## config.mk

```make
export PLATFORM = sky130hd
export DESIGN_NAME = gpio_port_regs
export DESIGN_NICKNAME = d
export VERILOG_FILES = /design/src/rtl/gpio_port_pkg.sv /design/src/rtl/gpio_port_ctrl.sv /design/src/rtl/gpio_port_dp.sv /design/src/rtl/gpio_port_regs.sv
export SDC_FILE = /design/constraint.sdc
export NUM_CORES = 1
export LEC_CHECK = 0
export ABC_AREA = 1
export BUFFER_PORTS_ARGS = -buffer_cell sky130_fd_sc_hd__buf_2
export CORE_ASPECT_RATIO = 1.75
export CORE_MARGIN = 2
export CORE_UTILIZATION = 51
export DETAILED_ROUTE_END_ITERATION = 8
export HOLD_SLACK_MARGIN = 0.06
export PLACE_DENSITY_LB_ADDON = 0.3
export SLEW_MARGIN = 0
export SYNTH_ARGS = -nofsm -noshare
export SYNTH_HDL_FRONTEND = slang
export SYNTH_SLANG_ARGS = --single-unit
```

## constraint.sdc

```tcl
create_clock -name clk -period 1.55 [get_ports clk]
set_input_delay 0 -clock clk [delete_from_list [all_inputs] [get_ports clk]]
set_output_delay 0 -clock clk [all_outputs]
set_load 0.02 [all_outputs]
```

## src/rtl/gpio_port_pkg.sv

```systemverilog
package gpio_port_pkg;

  localparam int unsigned OFS_MODE   = 'h00;
  localparam int unsigned OFS_OTYPE  = 'h04;
  localparam int unsigned OFS_PULL   = 'h0C;
  localparam int unsigned OFS_IN     = 'h10;
  localparam int unsigned OFS_OUT    = 'h14;
  localparam int unsigned OFS_SETCLR = 'h18;
  localparam int unsigned OFS_CLR    = 'h28;

  // Bit where the clear half of the set/clear word starts.
  localparam int unsigned CLR_HALF = 16;

  typedef enum logic [2:0] {
    SEL_NONE,
    SEL_MODE,
    SEL_OTYPE,
    SEL_PULL,
    SEL_IN,
    SEL_OUT
  } rdSel_e;

  typedef struct packed {
    logic   wrMode;
    logic   wrOtype;
    logic   wrPull;
    logic   wrOut;
    logic   wrSetClr;
    logic   wrClrOnly;
    rdSel_e rdSel;
  } regStrobe_t;

endpackage

```

## src/rtl/gpio_port_ctrl.sv

```systemverilog
module gpio_port_ctrl
  import gpio_port_pkg::*;
#(
  parameter int ADDR_W = 8
) (
  input  logic              busValid,
  input  logic              busWrite,
  input  logic [ADDR_W-1:0] busAddr,
  output regStrobe_t        strobe
);

  logic isWr;
  logic isRd;

  assign isWr = busValid & busWrite;
  assign isRd = busValid & ~busWrite;

  always_comb begin
    strobe           = '0;
    strobe.rdSel     = SEL_NONE;
    strobe.wrMode    = isWr && (busAddr == ADDR_W'(OFS_MODE));
    strobe.wrOtype   = isWr && (busAddr == ADDR_W'(OFS_OTYPE));
    strobe.wrPull    = isWr && (busAddr == ADDR_W'(OFS_PULL));
    strobe.wrOut     = isWr && (busAddr == ADDR_W'(OFS_OUT));
    strobe.wrSetClr  = isWr && (busAddr == ADDR_W'(OFS_SETCLR));
    strobe.wrClrOnly = isWr && (busAddr == ADDR_W'(OFS_CLR));
    if (isRd) begin
      if (busAddr == ADDR_W'(OFS_MODE))       strobe.rdSel = SEL_MODE;
      else if (busAddr == ADDR_W'(OFS_OTYPE)) strobe.rdSel = SEL_OTYPE;
      else if (busAddr == ADDR_W'(OFS_PULL))  strobe.rdSel = SEL_PULL;
      else if (busAddr == ADDR_W'(OFS_IN))    strobe.rdSel = SEL_IN;
      else if (busAddr == ADDR_W'(OFS_OUT))   strobe.rdSel = SEL_OUT;
      else                                    strobe.rdSel = SEL_NONE;
    end
  end

endmodule

```

## src/rtl/gpio_port_dp.sv

```systemverilog
module gpio_port_dp
  import gpio_port_pkg::*;
#(
  parameter int          NUM_PINS = 16,
  parameter logic [31:0] MODE_RST = 32'hFFFF_FFFF,
  parameter logic [31:0] PULL_RST = 32'h0000_0000
) (
  input  logic                  clk,
  input  logic                  rstN,
  input  regStrobe_t            strobe,
  input  logic [31:0]           busWdata,
  input  logic [NUM_PINS-1:0]   pinLevel,
  output logic [31:0]           busRdata,
  output logic [2*NUM_PINS-1:0] modeReg,
  output logic [NUM_PINS-1:0]   otypeReg,
  output logic [2*NUM_PINS-1:0] pullReg,
  output logic [NUM_PINS-1:0]   outReg
);

  localparam int FIELD_W = 2 * NUM_PINS;

  logic [NUM_PINS-1:0] outNext;
  logic [31:0]         rdNext;

  always_ff @(posedge clk) begin
    if (!rstN) begin
      modeReg  <= MODE_RST[FIELD_W-1:0];
      pullReg  <= PULL_RST[FIELD_W-1:0];
      otypeReg <= '0;
    end else begin
      if (strobe.wrMode)  modeReg  <= busWdata[FIELD_W-1:0];
      if (strobe.wrPull)  pullReg  <= busWdata[FIELD_W-1:0];
      if (strobe.wrOtype) otypeReg <= busWdata[NUM_PINS-1:0];
    end
  end

  // Per-pin output update: plain write, then set, then clear.
  for (genvar p = 0; p < NUM_PINS; p++) begin : g_pin
    logic setHit;
    logic clrHit;
    assign setHit = strobe.wrSetClr & busWdata[p];
    assign clrHit = (strobe.wrSetClr & busWdata[CLR_HALF + p])
                  | (strobe.wrClrOnly & busWdata[p]);
    always_comb begin
      if (strobe.wrOut)  outNext[p] = busWdata[p];
      else if (setHit)   outNext[p] = 1'b1;
      else if (clrHit)   outNext[p] = 1'b0;
      else               outNext[p] = outReg[p];
    end
  end

  always_ff @(posedge clk) begin
    if (!rstN) outReg <= '0;
    else       outReg <= outNext;
  end

  always_comb begin
    rdNext = '0;
    case (strobe.rdSel)
      SEL_MODE:  rdNext[FIELD_W-1:0]  = modeReg;
      SEL_OTYPE: rdNext[NUM_PINS-1:0] = otypeReg;
      SEL_PULL:  rdNext[FIELD_W-1:0]  = pullReg;
      SEL_IN:    rdNext[NUM_PINS-1:0] = pinLevel;
      SEL_OUT:   rdNext[NUM_PINS-1:0] = outReg;
      default:   rdNext = '0;
    endcase
  end

  always_ff @(posedge clk) begin
    if (!rstN) busRdata <= '0;
    else       busRdata <= rdNext;
  end

endmodule

```

## src/rtl/gpio_port_regs.sv

```systemverilog
module gpio_port_regs
  import gpio_port_pkg::*;
#(
  parameter int          NUM_PINS = 16,
  parameter int          ADDR_W   = 8,
  parameter logic [31:0] MODE_RST = 32'hFFFF_FFFF,
  parameter logic [31:0] PULL_RST = 32'h0000_0000
) (
  input  logic                  clk,
  input  logic                  rstN,
  input  logic                  busValid,
  input  logic                  busWrite,
  input  logic [ADDR_W-1:0]     busAddr,
  input  logic [31:0]           busWdata,
  output logic [31:0]           busRdata,
  input  logic [NUM_PINS-1:0]   pinLevel,
  output logic [2*NUM_PINS-1:0] modeOut,
  output logic [NUM_PINS-1:0]   otypeOut,
  output logic [2*NUM_PINS-1:0] pullOut,
  output logic [NUM_PINS-1:0]   outData
);

  regStrobe_t strobe;

  gpio_port_ctrl #(.ADDR_W(ADDR_W)) u_ctrl (
    .busValid (busValid),
    .busWrite (busWrite),
    .busAddr  (busAddr),
    .strobe   (strobe)
  );

  gpio_port_dp #(
    .NUM_PINS (NUM_PINS),
    .MODE_RST (MODE_RST),
    .PULL_RST (PULL_RST)
  ) u_dp (
    .clk      (clk),
    .rstN     (rstN),
    .strobe   (strobe),
    .busWdata (busWdata),
    .pinLevel (pinLevel),
    .busRdata (busRdata),
    .modeReg  (modeOut),
    .otypeReg (otypeOut),
    .pullReg  (pullOut),
    .outReg   (outData)
  );

endmodule

```

==> reports/metrics.csv, run 1 <==
metric,value,unit
p_sw_frac,0.223,
fin_crit,1.30,ns
grt.busiest_layer,met2,
ys_ff_latch,128,
fp.dieW,83.4,µm
reg2reg_slack,0.66,ns
worst_pin_slew,0.416,ns
routedWlPerCell,17.1,µm
grt_pass1_vias,6014,
rows,50,
peakVddDrop,0.882,mV
htree_levels,4,
syn-num-nets,834,
combinationalPowerShare,0.051,
num_vias,6244,
grt_use_met3,0.0682,
finalHoldViolations,0,
drv_slew,0,
crit_required,1.90,ns
grtUsageMet2,0.592,
antenna_found_initial,0,
seqPwrFrac,0.420,
setup_viol,0,
grt-ovfl-total,0,
internal_power,6.09,mW
crit_arrival,1.65,ns
dr.pass1.iters,5,
synth_area,5630,µm²
drt_iter0_markers,429,
fmax,0.767,GHz
dpl-instance-area,6930,µm²
synth_warnings,0,
cap_viol_max_count,0,
outcome,finished clean,
syn_area_per_cell,7.27,µm²
dieHeight,143,µm
min_path_type,in -> reg,
initial_utilization,0.526,
ys.flop_type,dfxtp_1,
numCtsBuffers,17,
grt_max_degree,50,
synthArstFlopShare,0,
layout.nets,1073,
drive_gt1_frac,0.292,
syn2layout_area_growth,42.6,%
final_area,8030,µm²
cp-end-kind,flop,
setup.worst_path.class,in -> reg,
synthCells,774,
track_usage,0.330,
cts_setup_buffers,0,
utilization,0.751,
yosys.area.top_type_share,0.455,
ys_types,26,
clockBufferDepth,2,
drc_errors,0,
port_buffers,187,
wl,19.7,mm
fillers,793,
synth.area.top_cells,"dfxtp_1 (46%), nand2_1 (8.9%), nor2_1 (8.3%)",
p_clk_frac,0.528,
cts_tree,built,
synth_edf_count,0,
diodes,0,
cp_max_fo,48,
synth-seq-area-share,0.455,
vias_per_cell,5.41,
ant_nets,0,
powerDensity,977,nW/µm²
gp_congestion,0.907,
synth_largest_area_cell,dfxtp_1,
grt_first_pass_wirelength,30.9,mm
fin_crit_sh,0.841,
dpl.hpwl,12.8,mm
path_clk_slew,0.06,ns
finalClockSkew,0.00525,ns
power.switching,1.75,mW
core_area,10700,µm²
total_power,7.84,mW
synth.most_common_cell,nand2_1,
placed_cells,1075,
met1_usage,0.365,
ios,188,
clock_latency,0.42,ns
final_cells,1155,
leakage,3.84,nW
startpoint_type,primary input,
die_area,11900,µm²
synth_common_cells,"nand2_1 (133), dfxtp_1 (128), nor2_1 (124)",
rsz0062_at_grt,false,
cts_root_buf,clkbuf_16,
cts_sinks,128,
relSlewSlack,0.722,
[area by class of cell]
class	count	area (µm²)	share of cell area
clock inverter	11	155	0.0193
tap	130	163	0.0203
clock buffer	20	457	0.0569
multi-input combinational	518	2550	0.317
timing repair buffer	265	1830	0.228
sequential	128	2560	0.319
inverter	83	314	0.0391
[worst max-delay path, cell delays in order]
cell and delay (ns):
dlygate4sd3_1 0.54, buf_2 0.31, buf_12 0.27, nand2_2 0.29, nor2_1 0.22
[timing repair]
action	CTS	global route
resized for setup	0	0
endpoints found under the hold margin	112	0
hold buffers	49	0
[state kept, by name, indices dropped and copies added (netlist names)]
signal	cells
u_dp.busRdata	32
u_dp.pullReg	32
u_dp.modeReg	32
u_dp.otypeReg	16
u_dp.outReg	16
[cell families after synthesis]
| group | Yosys count | share of synthesized area |
|---|---|---|
| AOI/OAI and AO/OA | 173 | 0.176 |
| buffers and inverters | 128 | 0.0934 |
| and+or+nand+nor | 345 | 0.276 |
| DFF | 128 | 0.455 |
[cell usage in the layout, fill, tap and decap left out, types with 2 or more instances in the layout]
cell / instances
inv_2: 7
o21ai_0: 62
buf_4: 14
o211ai_1: 30
nand3_1: 35
buf_2: 187
a21oi_2: 10
clkbuf_8: 2
clkbuf_16: 17
nand3_2: 4
nand4_1: 19
nor2_4: 6
inv_6: 2
nand2_1: 133
nor2_2: 3
clkinv_4: 4
bufinv_16: 3
dlygate4sd3_1: 49
nand2_2: 15
buf_12: 15
nor2_1: 124
a21oi_1: 69
inv_1: 75
nand2_4: 3
dfxtp_1: 128
[per-stage QoR]
step | setup WS (ns) | TNS [ns] | hold slack [ns]
CTS | 0.304 | 0 | 0.127
finish | 0.247 | 0 | 0.143
global placement | 0.000462 | 0 | 0.265
global route | 0.184 | 0 | 0.205
floorplan | 0.352 | 0 | 0.126
detailed placement | -0.0526 | -0.638 | 0.268
[layer usage]
metal  part of all wire  vias to the layer above
met5                  0                        -
met4              0.044                        0
met3              0.071                       68
met2               0.53                      324
met1               0.36                     2869
li1                   -                     2983
[power by group through the flow]
stage | clock network [mW] | registers (mW) | logic [mW]
after global routing | 4.30 | 3.30 | 0.434
final | 4.14 | 3.30 | 0.403
after detailed placement | 0 | 3.37 | 0.293
after floorplan | 0 | 3.37 | 0.129
after global placement | 0 | 3.37 | 0.290
after CTS | 4.15 | 3.30 | 0.390
[worst paths after layout]
kind	to	startpoint	cells past startpoint
setup / recovery	u_dp.busRdata[9]	rstN	5
setup reg to reg	u_dp.busRdata[4]	u_dp.otypeReg[4]	6
hold / removal	u_dp.outReg[1]	busAddr[2]	5
hold reg to reg	u_dp.otypeReg[10]	u_dp.otypeReg[10]	2
Note: power is estimated with default switching activity, not from simulation.
==> run 2, diff against run 1 <==
clock period = 1.2 ns   (was 1.55 ns; I/O delays follow)
==> reports/metrics.csv, run 2 (synthesis gave the netlist of run 1 again) <==
metric,value,unit,change
top_regs,"u_dp.busRdata: 32 flops, u_dp.modeReg: 32 flops, u_dp.pullReg: 32 flops",,
die_area,11900,µm²,unchanged
numCtsBuffers,17,,unchanged
path_delay_family,simple AND/OR/NAND/NOR gates,,
relSlewSlack,0.778,,+0.0559
powerDensity,1280,nW/µm²,+31%
layout_commonest_cell,buf_2,,
tns,0,ns,unchanged
fp.dieW,83.4,µm,unchanged
setup.worst_path.class,in -> reg,,
grt-ovfl-total,0,,unchanged
drt_iter0_markers,378,,-12%
htree_levels,4,,unchanged
startpoint_type,primary input,,
dp_slack,-0.240,ns,-0.187 ns
core_area,10700,µm²,unchanged
fillers,777,,-2.0%
cts_root_buf,clkbuf_16,,
drv_slew,0,,unchanged
slowest_stage,buf_4,,
antenna_found_initial,0,,unchanged
placed_cells,1091,,+1.5%
cap_viol_max_count,0,,unchanged
initial_utilization,0.526,,unchanged
path_buf_inv,3,,unchanged
setup_viol,0,,unchanged
ios,188,,unchanged
fin_crit,1.06,ns,
path_clk_slew,0.06,ns,about the same
gp_congestion,0.892,,-1.6%
rsz0062_at_grt,false,,
clockBufferDepth,2,,unchanged
vias_per_cell,5.40,,-0.12%
setup_slack,0.138,ns,-0.108 ns
routedWlPerCell,16.9,µm,-0.90%
worst_path_largest_cell_delay,0.17,ns,-0.37 ns
clock_latency,0.41,ns,about the same
peakVddDrop,1.26,mV,+43%
syn2layout_area_growth,45.7,%,
crit_top_cell,nor2_1,,
cp-end-kind,flop,,
cp_max_fo,8,,-83%
final_cells,1173,,+1.6%
fin_crit_sh,0.885,,
track_usage,0.331,,+0.00101
final_area,8200,µm²,+2.2%
final_cell_mix,"buf_2 (187), nand2_1 (132), dfxtp_1 (128)",,
layout.nets,1089,,+1.5%
grt_first_pass_wirelength,31.3,mm,+1.4%
crit_required,1.50,ns,-0.40 ns
drive_gt1_frac,0.305,,+0.0135
grt_max_degree,47,,-6.0%
fin_hold_ws,0.180,ns,+0.0376 ns
dieHeight,143,µm,unchanged
port_buffers,187,,unchanged
min_path_type,in -> reg,,
cts_sinks,128,,unchanged
outcome,finished clean,,
cts_setup_buffers,0,,unchanged
num_vias,6334,,+1.4%
ant_nets,0,,unchanged
dr.pass1.iters,5,,unchanged
drc_errors,0,,unchanged
wl,19.9,mm,+0.65%
leakage,3.94,nW,+2.6%
finalClockSkew,0.00449,ns,-0.000766 ns
dpl.hpwl,13.3,mm,+4.0%
finalHoldViolations,0,,unchanged
rows,50,,unchanged
cts_tree,built,,
fmax,0.942,GHz,
dpl-instance-area,7050,µm²,+1.7%
crit_arrival,1.36,ns,-0.29 ns
grt_pass1_vias,6173,,+2.6%
worst_pin_slew,0.332,ns,-0.0838 ns
crit_chain,buf_2 -> nor2_4 -> buf_4 -> nand2_2 -> nor2_1 -> nor2_1 -> nor2_4 -> nor2_4 -> buf_4 -> nand3_1 -> nand2_1 -> nor2_1 -> nor2_1,,
==> run 2: per-stage QoR <==
step	utilization	power, mW
after floorplan	-	4.52
after global placement	0.659	4.76
after detailed placement	0.659	4.76
after CTS	0.766	10.5
after global routing	0.767	10.8
final	0.767	10.5
==> run 2: repair_timing <==
item                       CTS  global route
hold endpoints to repair   112             0
hold buffers                49             0
setup endpoints to repair    0             4
resized for setup            0             1
==> run 2: worst min-delay path, stage by stage <==
cell     delay, ns
buf_2         0.10
nand4_1       0.10
nand2_1       0.14
nand2_1       0.07
nand4_1       0.07
a21oi_1       0.06
==> run 2: area by class of cell <==
type	instances	area [µm²]	area share
Antenna cell	1	2.50	0.000305
Inverter	83	314	0.0383
Clock inverter	13	208	0.0253
Multi-Input combinational cell	518	2550	0.311
Sequential cell	128	2560	0.312
Tap cell	130	163	0.0198
Clock buffer	19	453	0.0552
Timing Repair Buffer	281	1950	0.238
==> run 2: worst paths after layout <==
kind / start / end / slack, ns / cells past startpoint
max: busAddr[1] / u_dp.busRdata[4] / 0.14 / 13
min: busAddr[5] / u_dp.outReg[1] / 0.18 / 6
min reg2reg: u_dp.otypeReg[8] / u_dp.otypeReg[8] / 0.47 / 2
max reg2reg: u_dp.outReg[10] / u_dp.outReg[10] / 0.31 / 4
==> run 2: metal layers <==
metal  up-vias  GRT usage  share of wire  wire length [µm]
li1       3025          -              -                 -
met1      2891      0.363           0.37              7280
met2       352      0.600           0.52             10300
met3        66     0.0636          0.069              1360
met4         0      0.174          0.047               924
met5         -          0              0                 0
==> run 2: power breakdown <==
group	switching, mW	internal, mW	leakage [nW]
logic	0.293	0.254	2.58
clock network	1.93	3.80	0.323
registers	0.00362	4.26	1.03
